**config.mk**
```make
export PLATFORM = sky130hd
export DESIGN_NAME = cond_mask_unit
export DESIGN_NICKNAME = d
export VERILOG_FILES = /design/src/rtl/cmu_pkg.sv /design/src/rtl/cmu_match.sv /design/src/rtl/cmu_reduce.sv /design/src/rtl/cmu_merge.sv /design/src/rtl/cond_mask_unit.sv
export SDC_FILE = /design/constraint.sdc
export NUM_CORES = 1
export LEC_CHECK = 0
export BUFFER_PORTS_ARGS = -buffer_cell sky130_fd_sc_hd__clkbuf_2
export CAP_MARGIN = 20
export CELL_PAD_IN_SITES_DETAIL_PLACEMENT = 2
export CELL_PAD_IN_SITES_GLOBAL_PLACEMENT = 2
export CORE_ASPECT_RATIO = 0.8
export CORE_MARGIN = 1
export CORE_UTILIZATION = 19
export DETAILED_ROUTE_END_ITERATION = 10
export GPL_TIMING_DRIVEN = 0
export PLACE_DENSITY = 0.87
export SYNTH_ARGS = -nofsm -noshare
export SYNTH_HDL_FRONTEND = slang
export SYNTH_SLANG_ARGS = --single-unit
export TNS_END_PERCENT = 100
```
**constraint.sdc**
```tcl
create_clock -name clk -period 3.7 [get_ports clk]
set_input_delay 0.185 -clock clk [delete_from_list [all_inputs] [get_ports clk]]
set_output_delay 0.185 -clock clk [all_outputs]
set_load 0.005 [all_outputs]
```
**src/rtl/cmu_pkg.sv**
```systemverilog
package cmu_pkg;
  typedef enum logic [1:0] {
    OP_F2I = 2'b00,
    OP_I2F = 2'b01,
    OP_F2B = 2'b10,
    OP_F2F = 2'b11
  } cmu_op_e;
endpackage

```
**src/rtl/cmu_match.sv**
```systemverilog
module cmu_match #(
  parameter int FW = 4
) (
  input  logic [FW-1:0] src,
  input  logic [FW-1:0] mask,
  input  logic [FW-1:0] mode,
  output logic [FW-1:0] terms
);
  for (genvar i = 0; i < FW; i++) begin : g_term
    assign terms[i] = mask[i] & (mode[i] == src[i]);
  end
endmodule

```
**src/rtl/cmu_reduce.sv**
```systemverilog
module cmu_reduce #(
  parameter int FW = 4
) (
  input  logic [FW-1:0] terms,
  input  logic          any_mode,
  output logic          red
);
  always_comb begin
    red = any_mode ? (|terms) : (&terms);
  end
endmodule

```
**src/rtl/cmu_merge.sv**
```systemverilog
module cmu_merge #(
  parameter int FW = 4
) (
  input  logic [FW-1:0] terms,
  input  logic [FW-1:0] mask,
  input  logic [FW-1:0] old_val,
  input  logic          keep,
  output logic [FW-1:0] merged
);
  for (genvar i = 0; i < FW; i++) begin : g_bit
    assign merged[i] = terms[i] | (keep & ~mask[i] & old_val[i]);
  end
endmodule

```
**src/rtl/cond_mask_unit.sv**
```systemverilog
module cond_mask_unit
  import cmu_pkg::*;
#(
  parameter int INT_W = 64,
  parameter int FW    = 4,
  parameter int SEL_W = 5
) (
  input  logic                 clk,
  input  logic                 rst,
  input  logic                 in_valid,
  input  logic [1:0]           op,
  input  logic [FW-1:0]        mask,
  input  logic [FW-1:0]        mode,
  input  logic                 m_flag,
  input  logic [FW-1:0]        src_field,
  input  logic                 src_int_lsb,
  input  logic                 src_int_zero,
  input  logic [FW-1:0]        old_field,
  input  logic [SEL_W-1:0]     bit_sel,
  output logic                 int_we,
  output logic [INT_W-1:0]     int_result,
  output logic                 fld_we,
  output logic [FW-1:0]        fld_result,
  output logic                 bit_we,
  output logic [SEL_W-$clog2(FW)-1:0] bit_fld_idx,
  output logic [$clog2(FW)-1:0] bit_idx,
  output logic                 bit_val
);
  localparam int BIT_IDX_W = $clog2(FW);
  localparam int FLD_IDX_W = SEL_W - BIT_IDX_W;

  cmu_op_e       op_e;
  logic          int_src_bit;
  logic [FW-1:0] src_vec;
  logic [FW-1:0] terms;
  logic [FW-1:0] merged;
  logic          red;
  logic          is_fld_op;

  assign op_e        = cmu_op_e'(op);
  assign int_src_bit = src_int_zero ? 1'b0 : src_int_lsb;
  assign src_vec     = (op_e == OP_I2F) ? {FW{int_src_bit}} : src_field;
  assign is_fld_op   = (op_e == OP_I2F) || (op_e == OP_F2F);

  cmu_match #(.FW(FW)) u_match (
    .src   (src_vec),
    .mask  (mask),
    .mode  (mode),
    .terms (terms)
  );

  cmu_reduce #(.FW(FW)) u_reduce (
    .terms    (terms),
    .any_mode (m_flag),
    .red      (red)
  );

  cmu_merge #(.FW(FW)) u_merge (
    .terms   (terms),
    .mask    (mask),
    .old_val (old_field),
    .keep    (m_flag),
    .merged  (merged)
  );

  always_ff @(posedge clk) begin
    if (rst) begin
      int_we      <= 1'b0;
      fld_we      <= 1'b0;
      bit_we      <= 1'b0;
      int_result  <= '0;
      fld_result  <= '0;
      bit_val     <= 1'b0;
      bit_fld_idx <= '0;
      bit_idx     <= '0;
    end else begin
      int_we <= in_valid && (op_e == OP_F2I);
      fld_we <= in_valid && is_fld_op;
      bit_we <= in_valid && (op_e == OP_F2B);
      if (in_valid && (op_e == OP_F2I)) begin
        int_result <= {{(INT_W-1){1'b0}}, red};
      end
      if (in_valid && is_fld_op) begin
        fld_result <= merged;
      end
      if (in_valid && (op_e == OP_F2B)) begin
        bit_val     <= red;
        bit_fld_idx <= bit_sel[SEL_W-1:BIT_IDX_W];
        bit_idx     <= bit_sel[BIT_IDX_W-1:0];
      end
    end
  end

  logic [FLD_IDX_W-1:0] unused_w;
  assign unused_w = bit_fld_idx;

  AST_ONE_WE: assert property (@(posedge clk) disable iff (rst)
    in_valid |=> $onehot({int_we, fld_we, bit_we}));
  AST_IDLE_NO_WE: assert property (@(posedge clk) disable iff (rst)
    !in_valid |=> !(int_we || fld_we || bit_we));
  AST_INT_UPPER_ZERO: assert property (@(posedge clk) disable iff (rst)
    int_we |-> (int_result[INT_W-1:1] == '0));
  AST_OR_NONE_ZERO: assert property (@(posedge clk) disable iff (rst)
    (in_valid && op == 2'b00 && m_flag && ((mask & ~(mode ^ src_field)) == '0))
      |=> !int_result[0]);
  AST_AND_ALL_ONE: assert property (@(posedge clk) disable iff (rst)
    (in_valid && op == 2'b00 && !m_flag && (&mask) && (mode == src_field))
      |=> int_result[0]);
  AST_KEEP_UNMASKED: assert property (@(posedge clk) disable iff (rst)
    (in_valid && op[0] && m_flag)
      |=> ((fld_result & ~$past(mask)) == ($past(old_field) & ~$past(mask))));
  AST_CLEAR_UNMASKED: assert property (@(posedge clk) disable iff (rst)
    (in_valid && op[0] && !m_flag) |=> ((fld_result & ~$past(mask)) == '0));
  AST_FLD_HOLD: assert property (@(posedge clk) disable iff (rst)
    !fld_we |-> $stable(fld_result));
endmodule

```
==> summary.md <==
| Metric | Value |
|---|---|
| Period utilisation layout | `0.3873` |
| Arrival @ worst endpoint | `~1600 ps` |
| Met1 GRT Util | `0.1018` |
| Initial core utilization | `0.1970` |
| Slowest CP cell | `mux2_4` |
| Worst path top cell family by delay | `simple AND/OR/NAND/NOR gates` |
| CP cell instances | `clkbuf_2 > and4bb_1 > a21oi_1 > mux2_4 > nor4b_4 > o31ai_1 > nand2_1` |
| Vias/cell | `~3.4` |
| Post-DP HPWL | `roughly 3000 µm` |
| Switch Pwr | `0.0001143 W` |
| Status | `finished, final reports clean` |
| Critical Path Source Type | `input port` |
| Hold Fails Final Rpt | `0` |
| Power share of the clock group | `0.339` |
| Layout cells sized above 1 | `0.4634` |
| Mean area per synthesized cell | `roughly 8.4 µm²` |
| Cell Pwr Density | `250.0 mW/mm²` |
| DRT Pass-1 Iters | `3` |
| Setup violations, final | `0` |
| Achievable frequency | `~700 MHz` |
| Post-CTS Hold Buffers | `0` |
| Leakage | `between 1 and 1.5 nW` |
| Biggest area consumer among synthesized cells | `buf_4` |
| Clock tree buffer depth | `2` |
| Setup TNS | `0 ps` |
| Clock Skew | `0 ps` |
| Seq cells post-synth | `14` |
| GR peak layer | `met2` |
| Layout area overhead | `51.73%` |
| Fin Hold WS | `between 150 and 200 ps` |
| Post-layout min period | `~1400 ps` |
| Worst skew pair latency | `~240 ps` |
| PostCTS Resize Cnt | `0` |
| Hold Path Class | `in -> reg` |
| Final cell count without fillers | `between 300 and 400` |
| Clock slew at reported path FFs | `roughly 60 ps` |
| DRT antenna net count | `0` |
| Primary FF master, synth | `dfxtp_1` |
| Yosys top cell area share | `0.4082` |
| Number of remaining DRC errors | `0` |
| RSZ-0062 raised after global routing | `no` |
| Worst Path Buf+Inv | `1` |
| Most common cell in the netlist | `buf_4` |
| H-tree levels | `1` |
| Placed Cells | `approximately 320` |
| P_int | `approximately 0.00033 W` |
| Max-Cap Viols | `0` |
| Area of the mapped netlist | `between 0.001 and 0.0015 mm²` |
| Vias in the first global route | `around 1100` |
| Row cnt | `25` |
| Largest net degree at the start of global routing | `11` |
| Post-CTS Setup Repair Bufs | `0` |
| Logic gate share of total power | `0.296` |
| Final slew viol count | `0` |
| Sequential share of the synthesized area | `0.2419` |
| Max rail drop VDD | `roughly 0.11 mV` |
| GRT Resource Usage Total | `0.09811` |
| GPL Wtd Cong | `~0.65` |
| Met2 Use GR | `0.1934` |
| CTS tree | `yes` |
| First-pass GRT wire length | `roughly 4900 µm` |
| Post-synthesis cell type count | `24` |
| EDFF count, synth | `0` |
| Core Area | `between 0.005 and 0.006 mm²` |
| Post-synthesis cell count | `about 140` |
| Nets | `~280` |
| Routed wire length | `about 3300 µm` |
| Die X | `around 89 µm` |
| CP Max Fanout | `5` |
| Routed vias | `between 1000 and 1500` |
| Worst EP required | `approximately 3900 ps` |
| Grt met3 use | `0.03687` |
| Yosys warning count | `0` |
| Die Ht | `about 70 µm` |
| Area contributors post-synth | `buf_4, dfxtp_1, mux2i_1` |
| Post-synthesis async set-or-reset flop share | `0` |
| Reg power frac | `0.365` |
| N_diodes | `0` |
| CTS Root Cell | `clkbuf_8` |
| Grt total ovfl | `0` |
| Switch share | `0.2601` |
| Num CTS Buffers | `3` |
| Die area | `~0.0064 mm²` |
| Starting DRT DRC Count | `11` |
| CP endpoint kind | `flip-flop` |
| Fillers | `758` |
| CTS Sinks | `14` |
| I/O Buffers | `42` |
| Initial antenna violation count | `0` |
| Avg WL per Cell | `roughly 10 µm` |
| CP peak stage delay | `~360 ps` |
| I/O pin count | `106` |
| WS Path Type | `in -> reg` |
| Most instantiated cells after synthesis | `buf_4, dfxtp_1, nor2_1` |
==> stage by stage <==
stage               utilization  total power [W]  setup WS (ps)  cell area [µm²]
detailed placement       0.2896        0.0002910           1977             1703
global placement         0.2896        0.0002870           2047             1703
floorplan                     -        0.0002572           2312             1391
finish                   0.2989        0.0004396           2267             1758
CTS                      0.2989        0.0004420           2226             1758
global route             0.2989        0.0004677           2125             1758
==> final timing paths <==
check                 startpoint             end  slack, ps  depth (start not counted)
setup / recovery           op[0]         bit_val       2270                          7
hold / removal               rst          fld_we        170                          2
setup reg to reg   fld_result[1]   fld_result[1]       2990                          2
hold reg to reg   bit_fld_idx[0]  bit_fld_idx[0]        490                          2
==> cell families (layout without fill, tap and decap cells) <==
kind of cell,Yosys count,after routing,share of synthesized area
other,1,63,0.003237
AND/OR/NAND/NOR,36,36,0.1825
buffers and inverters,66,112,0.4179
flip-flops,14,14,0.2419
AO/OA/AOI/OAI,12,12,0.06696
multiplexers,9,9,0.08748
==> area by class of cell <==
type | count | area, µm² | area share
buffer | 65 | 480.5 | 0.2733
inverter | 1 | 3.754 | 0.002135
timing repair buffer | 42 | 210.2 | 0.1196
tap | 81 | 101.3 | 0.05765
sequential | 14 | 280.3 | 0.1594
clock buffer | 4 | 55.05 | 0.03132
multi-input combinational | 120 | 626.9 | 0.3566
==> state kept, by name, summed over array words and instances (netlist names) <==
| signal | count |
|---|---|
| fld_result | 4 |
| bit_fld_idx | 3 |
| bit_val | 1 |
| bit_idx | 2 |
| bit_we | 1 |
| int_we | 1 |
| fld_we | 1 |
| int_result | 1 |
==> placed cells by master, fill, tap and decap left out, types with 5 or more instances in the layout <==
master,netlist,routed
nor2_1,11,11
clkbuf_2,0,42
conb_1,1,63
dfxtp_1,14,14
nand3b_1,6,6
buf_4,63,63
mux2i_1,6,6
nand2b_1,5,5
nand2_1,8,8
==> power by group through the flow <==
stage	combinational, W	sequential [W]	clock [W]
after global placement	0.000124	0.000163	0
after floorplan	0.0000929	0.000164	0
after detailed placement	0.000127	0.000164	0
after global routing	0.000145	0.000161	0.000162
after CTS	0.000127	0.000161	0.000154
final	0.000130	0.000160	0.000149
==> per-layer routing <==
| metal | vias to the layer above | share of wire |
|---|---|---|
| met2 | 48 | 0.54 |
| met4 | 0 | 0 |
| met5 | - | 0 |
| li1 | 540 | - |
| met1 | 515 | 0.36 |
| met3 | 0 | 0.097 |
Note: power is estimated with default switching activity, not from simulation.
